<file path="src/rtl/tlp_align_pkg.sv">
package tlp_align_pkg;

    localparam int DW_W       = 32;
    localparam int LANES      = 4;
    localparam int BEAT_W     = DW_W * LANES;
    localparam int LANE_IDX_W = $clog2(LANES);
    localparam int SLOT_W     = LANE_IDX_W + 1;

    typedef logic [LANES-1:0][DW_W-1:0] beat_t;

    typedef enum logic [1:0] {
        PH_IDLE,
        PH_HEAD,
        PH_BODY
    } phase_e;

    // Per-packet placement decisions, fixed when the command is taken.
    typedef struct packed {
        logic                  hdr4;
        logic [LANE_IDX_W-1:0] rot;
        logic                  hdr_pay;
        logic [SLOT_W-1:0]     last_lanes;
        logic                  empty;
        logic                  err;
    } plan_t;

    function automatic logic [SLOT_W-1:0] hdr_dwords(input logic hdr4);
        return hdr4 ? SLOT_W'(4) : SLOT_W'(3);
    endfunction

    // Dword slot (counted from the first beat) of payload dword 0.
    // Odd slot when address bit 2 is set, even slot otherwise.
    function automatic logic [SLOT_W-1:0] first_pay_slot(input logic hdr4,
                                                        input logic odd);
        if (hdr4)
            return odd ? SLOT_W'(5) : SLOT_W'(4);
        else
            return odd ? SLOT_W'(3) : SLOT_W'(4);
    endfunction

endpackage

</file>
<file path="src/rtl/tlp_pkt_plan.sv">
module tlp_pkt_plan
    import tlp_align_pkg::*;
#(
    parameter int LEN_W = 10
) (
    input  logic             hdr4,
    input  logic             odd,
    input  logic [LEN_W-1:0] len,
    input  logic             err,
    output plan_t            plan,
    output logic [LEN_W-1:0] n_out,
    output logic [LEN_W-1:0] n_in
);

    localparam int TOT_W = LEN_W + 2;

    logic [SLOT_W-1:0] slot;
    logic [TOT_W-1:0]  total;
    logic [TOT_W-1:0]  last_idx;
    logic [TOT_W-1:0]  out_sum;
    logic [TOT_W-1:0]  in_sum;

    always_comb begin
        slot     = first_pay_slot(hdr4, odd);
        total    = (len == '0) ? TOT_W'(hdr_dwords(hdr4))
                               : TOT_W'(len) + TOT_W'(slot);
        last_idx = total - TOT_W'(1);
        out_sum  = total + TOT_W'(LANES - 1);
        in_sum   = TOT_W'(len) + TOT_W'(LANES - 1);
        n_out    = LEN_W'(out_sum >> LANE_IDX_W);
        n_in     = LEN_W'(in_sum >> LANE_IDX_W);

        plan.hdr4       = hdr4;
        plan.rot        = slot[LANE_IDX_W-1:0];
        plan.hdr_pay    = (slot < hdr_dwords(1'b1)) && (len != '0);
        plan.last_lanes = {1'b0, last_idx[LANE_IDX_W-1:0]} + SLOT_W'(1);
        plan.empty      = (last_idx[LANE_IDX_W-1:0] < LANE_IDX_W'(LANES / 2));
        plan.err        = err;
    end

endmodule

</file>
<file path="src/rtl/tlp_lane_mux.sv">
module tlp_lane_mux
    import tlp_align_pkg::*;
(
    input  logic                  hdr_beat,
    input  logic                  hdr4,
    input  logic                  hdr_pay,
    input  logic [LANE_IDX_W-1:0] rot,
    input  logic                  last_beat,
    input  logic [SLOT_W-1:0]     last_lanes,
    input  beat_t                 hdr,
    input  beat_t                 cur,
    input  beat_t                 prev,
    output beat_t                 beat
);

    for (genvar g = 0; g < LANES; g++) begin : g_lane
        logic [SLOT_W-1:0] win;
        logic [DW_W-1:0]   body_dw;
        logic [DW_W-1:0]   lane_dw;

        // Window of eight dwords: previous input beat low, current high.
        always_comb begin
            win     = SLOT_W'(g + LANES) - {1'b0, rot};
            body_dw = win[LANE_IDX_W] ? cur[win[LANE_IDX_W-1:0]]
                                      : prev[win[LANE_IDX_W-1:0]];
            if (hdr_beat) begin
                if (SLOT_W'(g) < hdr_dwords(hdr4))
                    lane_dw = hdr[g];
                else if (hdr_pay)
                    lane_dw = cur[0];
                else
                    lane_dw = '0;
            end else begin
                lane_dw = body_dw;
            end
            if (last_beat && (SLOT_W'(g) >= last_lanes))
                lane_dw = '0;
        end

        assign beat[g] = lane_dw;
    end

endmodule

</file>
<file path="src/rtl/tlp_beat_ctrl.sv">
module tlp_beat_ctrl
    import tlp_align_pkg::*;
#(
    parameter int LEN_W = 10
) (
    input  logic             clk,
    input  logic             rst,
    input  logic             cmd_valid,
    input  plan_t            plan_in,
    input  logic [LEN_W-1:0] n_out_in,
    input  logic [LEN_W-1:0] n_in_in,
    input  logic             pay_valid,
    input  logic             load_en,
    output logic             cmd_ready,
    output logic             cmd_take,
    output plan_t            plan_q,
    output logic             fire,
    output logic             need_in,
    output logic             hdr_beat,
    output logic             last_beat
);

    phase_e           phase;
    logic [LEN_W-1:0] out_left;
    logic [LEN_W-1:0] in_left;

    always_comb begin
        cmd_ready = (phase == PH_IDLE);
        cmd_take  = cmd_valid && cmd_ready;
        hdr_beat  = (phase == PH_HEAD);
        last_beat = (out_left == LEN_W'(1));
        need_in   = hdr_beat ? plan_q.hdr_pay : (in_left != '0);
        fire      = (phase != PH_IDLE) && load_en && (!need_in || pay_valid);
    end

    always_ff @(posedge clk) begin
        if (rst) begin
            phase    <= PH_IDLE;
            out_left <= '0;
            in_left  <= '0;
            plan_q   <= '0;
        end else if (cmd_take) begin
            phase    <= PH_HEAD;
            out_left <= n_out_in;
            in_left  <= n_in_in;
            plan_q   <= plan_in;
        end else if (fire) begin
            out_left <= out_left - LEN_W'(1);
            if (need_in)
                in_left <= in_left - LEN_W'(1);
            phase <= last_beat ? PH_IDLE : PH_BODY;
        end
    end

    assert_beats_left_R6: assert property (@(posedge clk) disable iff (rst)
        (phase != PH_IDLE) |-> (out_left != '0));

    assert_payload_drained_R12: assert property (@(posedge clk) disable iff (rst)
        (fire && last_beat) |-> (in_left == (need_in ? LEN_W'(1) : LEN_W'(0))));

    assert_cmd_idle_R12: assert property (@(posedge clk) disable iff (rst)
        cmd_take |=> (phase == PH_HEAD));

endmodule

</file>
<file path="src/rtl/tlp_tx_aligner.sv">
module tlp_tx_aligner
    import tlp_align_pkg::*;
#(
    parameter int LEN_W = 10
) (
    input  logic              clk,
    input  logic              rst,
    input  logic              cmd_valid,
    output logic              cmd_ready,
    input  logic [BEAT_W-1:0] cmd_hdr,
    input  logic              cmd_hdr4,
    input  logic              cmd_addr_b2,
    input  logic [LEN_W-1:0]  cmd_len,
    input  logic              cmd_err,
    input  logic              pay_valid,
    output logic              pay_ready,
    input  logic [BEAT_W-1:0] pay_data,
    output logic              tx_valid,
    input  logic              tx_ready,
    output logic [BEAT_W-1:0] tx_data,
    output logic              tx_sop,
    output logic              tx_eop,
    output logic              tx_empty,
    output logic              tx_err
);

    plan_t            plan_new;
    plan_t            plan_q;
    logic [LEN_W-1:0] n_out;
    logic [LEN_W-1:0] n_in;
    logic             cmd_take;
    logic             fire;
    logic             need_in;
    logic             hdr_beat;
    logic             last_beat;
    logic             load_en;
    beat_t            hdr_q;
    beat_t            prev_q;
    beat_t            cur_beat;
    beat_t            next_beat;

    logic              out_valid_q;
    logic [BEAT_W-1:0] out_data_q;
    logic              out_sop_q;
    logic              out_eop_q;
    logic              out_empty_q;
    logic              out_err_q;

    assign cur_beat  = pay_data;
    assign load_en   = !out_valid_q || tx_ready;
    assign pay_ready = fire && need_in;

    tlp_pkt_plan #(.LEN_W(LEN_W)) u_plan (
        .hdr4  (cmd_hdr4),
        .odd   (cmd_addr_b2),
        .len   (cmd_len),
        .err   (cmd_err),
        .plan  (plan_new),
        .n_out (n_out),
        .n_in  (n_in)
    );

    tlp_beat_ctrl #(.LEN_W(LEN_W)) u_ctrl (
        .clk       (clk),
        .rst       (rst),
        .cmd_valid (cmd_valid),
        .plan_in   (plan_new),
        .n_out_in  (n_out),
        .n_in_in   (n_in),
        .pay_valid (pay_valid),
        .load_en   (load_en),
        .cmd_ready (cmd_ready),
        .cmd_take  (cmd_take),
        .plan_q    (plan_q),
        .fire      (fire),
        .need_in   (need_in),
        .hdr_beat  (hdr_beat),
        .last_beat (last_beat)
    );

    tlp_lane_mux u_mux (
        .hdr_beat   (hdr_beat),
        .hdr4       (plan_q.hdr4),
        .hdr_pay    (plan_q.hdr_pay),
        .rot        (plan_q.rot),
        .last_beat  (last_beat),
        .last_lanes (plan_q.last_lanes),
        .hdr        (hdr_q),
        .cur        (cur_beat),
        .prev       (prev_q),
        .beat       (next_beat)
    );

    // Header and carry registers.
    always_ff @(posedge clk) begin
        if (rst) begin
            hdr_q  <= '0;
            prev_q <= '0;
        end else begin
            if (cmd_take)
                hdr_q <= cmd_hdr;
            if (fire) begin
                if (need_in)
                    prev_q <= cur_beat;
                else if (hdr_beat)
                    prev_q <= '0;
            end
        end
    end

    // Output register stage.
    always_ff @(posedge clk) begin
        if (rst) begin
            out_valid_q <= 1'b0;
            out_data_q  <= '0;
            out_sop_q   <= 1'b0;
            out_eop_q   <= 1'b0;
            out_empty_q <= 1'b0;
            out_err_q   <= 1'b0;
        end else if (load_en) begin
            out_valid_q <= fire;
            if (fire) begin
                out_data_q  <= next_beat;
                out_sop_q   <= hdr_beat;
                out_eop_q   <= last_beat;
                out_empty_q <= last_beat && plan_q.empty;
                out_err_q   <= last_beat && plan_q.err;
            end
        end
    end

    assign tx_valid = out_valid_q;
    assign tx_data  = out_data_q;
    assign tx_sop   = out_sop_q;
    assign tx_eop   = out_eop_q;
    assign tx_empty = out_empty_q;
    assign tx_err   = out_err_q;

    // Tracks whether the downstream side is inside a packet.
    logic in_pkt;
    always_ff @(posedge clk) begin
        if (rst)
            in_pkt <= 1'b0;
        else if (tx_valid && tx_ready)
            in_pkt <= !tx_eop;
    end

    assert_hold_stall_R10: assert property (@(posedge clk) disable iff (rst)
        (tx_valid && !tx_ready) |=> (tx_valid && $stable(tx_data) && $stable(tx_sop)
            && $stable(tx_eop) && $stable(tx_empty) && $stable(tx_err)));

    assert_sop_start_R6: assert property (@(posedge clk) disable iff (rst)
        (tx_valid && !in_pkt) |-> tx_sop);

    assert_sop_once_R6: assert property (@(posedge clk) disable iff (rst)
        (tx_valid && in_pkt) |-> !tx_sop);

    assert_empty_last_R7: assert property (@(posedge clk) disable iff (rst)
        (tx_valid && tx_empty) |-> tx_eop);

    assert_err_last_R9: assert property (@(posedge clk) disable iff (rst)
        (tx_valid && tx_err) |-> tx_eop);

    assert_pay_handshake_R12: assert property (@(posedge clk) disable iff (rst)
        pay_ready |-> pay_valid);

endmodule

</file>
<file path="config.mk">
export PLATFORM = sky130hd
export DESIGN_NAME = tlp_tx_aligner
export DESIGN_NICKNAME = d
export VERILOG_FILES = /design/src/rtl/tlp_align_pkg.sv /design/src/rtl/tlp_pkt_plan.sv /design/src/rtl/tlp_lane_mux.sv /design/src/rtl/tlp_beat_ctrl.sv /design/src/rtl/tlp_tx_aligner.sv
export SDC_FILE = /design/constraint.sdc
export NUM_CORES = 1
export LEC_CHECK = 0
export BUFFER_PORTS_ARGS = -buffer_cell sky130_fd_sc_hd__buf_2
export CAP_MARGIN = 20
export CORE_UTILIZATION = 51
export CTS_CLUSTER_SIZE = 25
export DETAILED_ROUTE_END_ITERATION = 12
export GPL_TIMING_DRIVEN = 0
export PLACE_DENSITY = 0.82
export SETUP_SLACK_MARGIN = 0.02
export SLEW_MARGIN = 15
export SYNTH_ARGS = -nofsm -noshare
export SYNTH_HDL_FRONTEND = slang
export SYNTH_SLANG_ARGS = --single-unit
export TNS_END_PERCENT = 10
</file>
<file path="constraint.sdc">
create_clock -name clk -period 2.8 [get_ports clk]
set_input_delay 0.28 -clock clk [delete_from_list [all_inputs] [get_ports clk]]
set_output_delay 0.28 -clock clk [all_outputs]
set_load 0.005 [all_outputs]
</file>
==> results of run 1 <==
==> cells by family after synthesis <==
kind of cell,Yosys count
fa+ha+maj,11
buf+inv,232
simple gates,785
flops,420
mux,259
xor+xnor,34
compound gates,608
==> metrics by stage <==
stage | cell area, um2 | hold WS [ps] | TNS (ps)
6_report | 28300 | 14.1 | 0
5_1_grt | 28300 | 24.6 | -1590
4_1_cts | 28000 | 0.0481 | -1060
3_5_place_dp | 24400 | 437 | -110110
3_3_place_gp | 24400 | 430 | -130140
2_1_floorplan | 21700 | 410 | -2020
==> state kept, by name, summed over array words and instances, names as in the netlist, 2 cells and up <==
signal and flops:
hdr_q 128, prev_q 128, tx_data 128, u_ctrl.in_left 10, u_ctrl.out_left 10, u_ctrl.plan_q 9, u_ctrl.phase 2
==> worst max-delay path by stage <==
stage | start | slack [ps] | cells past startpoint | end
floorplan | u_ctrl.plan_q[6] | -50 | 12 | tx_data[66]
global placement | u_ctrl.plan_q[7] | -1490 | 10 | tx_data[67]
detailed placement | u_ctrl.plan_q[7] | -1590 | 10 | tx_data[67]
CTS | u_ctrl.out_left[5] | -80 | 7 | tx_data[41]
global route | u_ctrl.in_left[0] | -100 | 10 | tx_data[67]
finish | u_ctrl.in_left[0] | 10 | 7 | pay_ready
==> layout make-up <==
| type | instances | area [um2] |
|---|---|---|
| clock buffer | 62 | 1360 |
| inverter | 11 | 41.3 |
| sequential | 420 | 8410 |
| antenna | 20 | 50.0 |
| clock inverter | 23 | 369 |
| buffer | 219 | 1180 |
| fill | 3261 | 13700 |
| timing repair buffer | 555 | 3550 |
| tap | 539 | 674 |
| multi-input combinational | 1697 | 12700 |
==> Yosys cell counts, types with 2 or more instances <==
cell type    n  share of area
nor4b_1      3         0.0012
nor4_1       6         0.0017
nor2b_1      3        0.00086
o2111ai_1    2        0.00081
o21bai_1     3         0.0010
nor3_1       9         0.0021
nand2_1    452          0.078
a22oi_1    129          0.045
nand4_1      2        0.00058
mux4_2     192           0.20
a21oi_1    311          0.072
or2_2        2        0.00058
o22ai_1      2        0.00058
clkbuf_1   158          0.027
xnor2_1     19         0.0077
o211ai_1    36          0.012
inv_1       11         0.0019
mux2i_1     67          0.031
nand2b_1     2        0.00058
ha_1         9         0.0052
buf_1       12         0.0021
nor2_1     265          0.046
and3_1       3        0.00086
or3_1        3        0.00086
xor2_1      15         0.0060
nor4_4       3         0.0029
nand4b_1     2        0.00081
buf_6       10         0.0052
or4_1        3         0.0010
o31ai_1      2        0.00069
a221o_1     32          0.015
a211oi_1    10         0.0035
buf_4        5         0.0017
dfxtp_1    420           0.39
nand3_1     18         0.0041
and2_1       2        0.00058
buf_2       36         0.0083
o21a_1       3         0.0010
o21ai_0     69          0.016
==> what timing repair did <==
| item | in CTS | in global routing |
|---|---|---|
| buffers inserted | 0 | 3 |
| resized for setup | 113 | 75 |
| hold buffers | 147 | 0 |
| endpoints found under the setup margin | 264 | 192 |
| pin swaps | 0 | 0 |
| endpoints found under the hold margin | 147 | 0 |
==> worst max-delay path, cell delays in order, from the launching register on <==
cell     delay (ps)
dfxtp_1         310
inv_1            90
ha_1            210
or4b_4          540
nor4_4          220
nor2_2          170
buf_4           230
buf_2           140
==> metal layers <==
layer  part of all wire  GRT usage  vias up
met2               0.44      0.652     2010
li1                   -          -     9747
met3               0.14      0.142      385
met5             0.0011          0        -
met1               0.36      0.539    11000
met4              0.060      0.245       12
==> power by group through the flow <==
stage / clock (mW) / combinational (mW) / sequential (mW)
6_report: 7.02 / 7.64 / 7.50
5_1_grt: 7.21 / 7.99 / 7.57
4_1_cts: 6.97 / 7.19 / 7.44
3_5_place_dp: 0 / 6.79 / 7.56
3_3_place_gp: 0 / 6.66 / 7.52
2_1_floorplan: 0 / 4.23 / 7.42
==> flow_summary.toml, run 1 <==
[timing]
max_freq_mhz = 359
slew_violations = 0
clock_skew_ps = 17.3
maxSlewHeadroom = 0.161
fin_ws_ps = 13.0
final-setup-viol-count = 0
min_period_ps = 2790
worstMarginPinSlew_ps = 1260
final.period_utilization = 0.995
finalHoldViolCount = 0
rsz0062_at_grt = "true"

[setup_path]
crit_required_ps = 2520
start_kind = "register"
endpoint_kind = "output pin"
path_max_fanout = 10
r2r_start = "u_ctrl.phase[1]"
r2r_slack_ps = 20
critPathArrivalTime_ps = 2510
r2r-end = "hdr_q[44]"
critPathKind = "register to output pin"
reg2reg_depth = 8

[synth]
muxShareOfSynthArea = 0.230
yosysWarnings = 0
synthFlopType = "dfxtp_1"
avgSynthCellArea_um2 = 9.25
async_reset_ff_frac = 0
syn-num-nets = 2633
synth_edf_count = 0
ys_seq_area_frac = 0.387
ys_seq_elements = 420
synth-compound-area-share = 0.170
synth_top_family_by_area = "multiplexers"
synthDistinctLibCells = 57
synth-simple-area-share = 0.146
syn-cell-area_mm2 = 0.0217
synth_xor_area_frac = 0.0137
synthAdderAreaFrac = 0.00656
synthCells = 2349

[detailed_routing]
via_count = 23100
drtAntennaViolNets = 0
drt-total-wl_um = 95400
wl_per_cell_um = 26.9
drt-vias-per-instance = 6.52
first_pass_iters = 6
drc = 0
first_iter_violations = 3579

[floorplan]
initial_core_util = 0.518
num_rows = 75
core_mm2 = 0.0419
die_area_mm2 = 0.0434
die_h_um = 208
die_w_um = 208
io_pins = 409

[clock_network]
root_buffer = "clkbuf_16"
cts_tree = "yes"
h-tree-depth = 2
numCtsBuffers = 46
clock_sinks = 420
clock_latency_ps = 600
path_clk_slew_ps = 60
ctsLongestPathBuffers = 3

[worst_hold_path]
min_to = "prev_q[122]"
worst_hold_path.num_cells = 3
hold_path.class = "input port to register"
min-delay-start = "pay_data[122]"

[power_and_ir_drop]
pwr-share-seq = 0.339
total_power_mw = 22.2
p_int_mw = 14.1
irDropWorstVdd_v = 0.000462
p_leak_nw = 11.0
swShare = 0.362
switchingPower_mw = 8.03
p_clk_frac = 0.317
p_comb_frac = 0.345
power_density_mw_per_mm2 = 783

[placement]
dp.cells = 3292
dp_hpwl_um = 69600
io_buffers = 403
dp_slack_ps = -1590
routabilityCongestion = 0.991

[cells_and_area]
fin_cells = 3546
final_cell_mix = "452 x nand2_1, 431 x buf_2, 420 x dfxtp_1"
syn_to_final_growth_pct = 30.2
final_common_cell = "nand2_1"
drive_gt1_frac = 0.283
final_nets = 3234
final_core_util = 0.675

[global_routing]
grt_pass1_vias = 22200
grtUsageTotal = 0.430
grt_max_degree = 14
grt.overflow.total = 0
grt_pass1_wl_um = 139000
antenna_found_initial = 19

[run]
max_cap_violations = 0

[status]
status = "complete, no violations"
No activity file was read; power rests on OpenSTA's default activity.
==> run 2, diff against run 1 <==
Settings changed: PLACE_DENSITY 0.82 to 0.77, TNS_END_PERCENT 10 to not set.
==> run 2 against run 1 <==
  * The run now ends with negative setup slack left
  * Flip-flop and latch count is the same
  * Total power shrank 3.0%
  * Final cell count shrank 0.54%
  * Combinational power shrank 2%
  * Critical endpoint is now tx_data[95]
  * Die area is the same
  * Register-to-register slack lost 40 ps
  * Non-clock buffer count shrank 10
  * Maximum frequency shrank 1.1%
  * Worst setup slack lost 31 ps
  * First-iteration DRC count shrank 18%
==> flow_summary.toml, run 2 (synthesis results as in run 1) <==
[status]
status = "finished, violations left"
failed_checks = "negative setup slack"

[timing]
rsz0062_at_grt = "true"
worstMarginPinSlew_ps = 1240
fin_ws_ps = -18.1
clock_skew_ps = 21.6
slew_violations = 0
finalHoldViolCount = 0
min_period_ps = 2820
final.period_utilization = 1.01
final-setup-viol-count = 1
maxSlewHeadroom = 0.172
max_freq_mhz = 355

[floorplan]
core_mm2 = 0.0419
die_area_mm2 = 0.0434
die_w_um = 208
num_rows = 75
die_h_um = 208
io_pins = 409
initial_core_util = 0.518

[detailed_routing]
drt-total-wl_um = 93200
via_count = 22600
first_iter_violations = 2936
drt-vias-per-instance = 6.41
drc = 0
first_pass_iters = 6
drtAntennaViolNets = 0
wl_per_cell_um = 26.4

[cells_and_area]
drive_gt1_frac = 0.274
final_core_util = 0.665
final_common_cell = "nand2_1"
final_cell_mix = "452 x nand2_1, 431 x buf_2, 417 x dfxtp_1"
final_nets = 3224
syn_to_final_growth_pct = 28.4
fin_cells = 3527

[global_routing]
grt_pass1_vias = 21800
grt.overflow.total = 0
grtUsageTotal = 0.418
grt_max_degree = 19
antenna_found_initial = 11
grt_pass1_wl_um = 135000

[setup_path]
critPathKind = "register to register"
start_kind = "register"
crit_required_ps = 3300
endpoint_kind = "register"
path_max_fanout = 10
critPathArrivalTime_ps = 3320

[placement]
routabilityCongestion = 0.977
dp_slack_ps = -1070
dp_hpwl_um = 68700
dp.cells = 3291
io_buffers = 403

[power_and_ir_drop]
irDropWorstVdd_v = 0.000432
power_density_mw_per_mm2 = 770
p_leak_nw = 10.8

[run]
max_cap_violations = 0

[clock_network]
numCtsBuffers = 46
cts_tree = "yes"
root_buffer = "clkbuf_16"
clock_latency_ps = 600
ctsLongestPathBuffers = 3
path_clk_slew_ps = 60
clock_sinks = 420
h-tree-depth = 2

[worst_hold_path]
hold_path.class = "input port to register"
run 2: final cells by class:
| type | instances | area [um2] |
|---|---|---|
| multi-input combinational | 1697 | 12500 |
| sequential | 420 | 8410 |
| clock inverter | 16 | 180 |
| fill | 3373 | 14000 |
| inverter | 11 | 41.3 |
| buffer | 219 | 1180 |
| clock buffer | 66 | 1420 |
| antenna | 14 | 35.0 |
| tap | 539 | 674 |
| timing repair buffer | 545 | 3430 |
run 2: timing repair:
action / 4_1_cts / 5_1_grt
hold buffers: 135 / 0
setup endpoints to repair: 248 / 172
resized for setup: 63 / 85
endpoints found under the hold margin: 135 / 0
setup buffers: 1 / 5
pin swaps: 0 / 3
run 2: path summary, 6_finish.rpt:
check                                startpoint           to  slack, ps  cells past startpoint
worst max-delay path            u_ctrl.phase[0]  tx_data[95]        -20                      6
worst min-delay path               pay_data[60]   prev_q[60]         10                      3
worst max register to register  u_ctrl.phase[0]  tx_data[95]        -20                      6
worst min register to register       tx_data[9]   tx_data[9]        450                      2
run 2: per-stage QoR:
step	hold WS [ps]	power [mW]	TNS, ps	area, um2
detailed placement	439	14.3	-92570	24400
global route	25.3	22.1	-0.0380	27900
finish	11.3	21.5	-18.1	27900
global placement	430	14.2	-113190	24400
floorplan	410	11.7	0	21700
CTS	0.575	21.0	0	27600
run 2: power breakdown:
group | internal (mW) | total [mW] | switching (mW)
sequential | 6.85 | 7.50 | 0.648
combinational | 2.94 | 7.50 | 4.56
clock | 3.87 | 6.50 | 2.62
total | 13.7 | 21.5 | 7.83
run 2: critical path: stages (launching register included):
cell and delay (ps):
dfxtp_1 380, nor2b_1 150, buf_2 330, clkbuf_1 650, clkbuf_1 730, a21oi_1 290, o21ai_0 190
run 2: routing by layer:
layer,share of wire,vias up,GRT usage
met3,0.14,333,0.117
li1,-,9719,-
met1,0.36,10800,0.535
met2,0.44,1784,0.638
met4,0.055,4,0.236
met5,0.00035,-,0
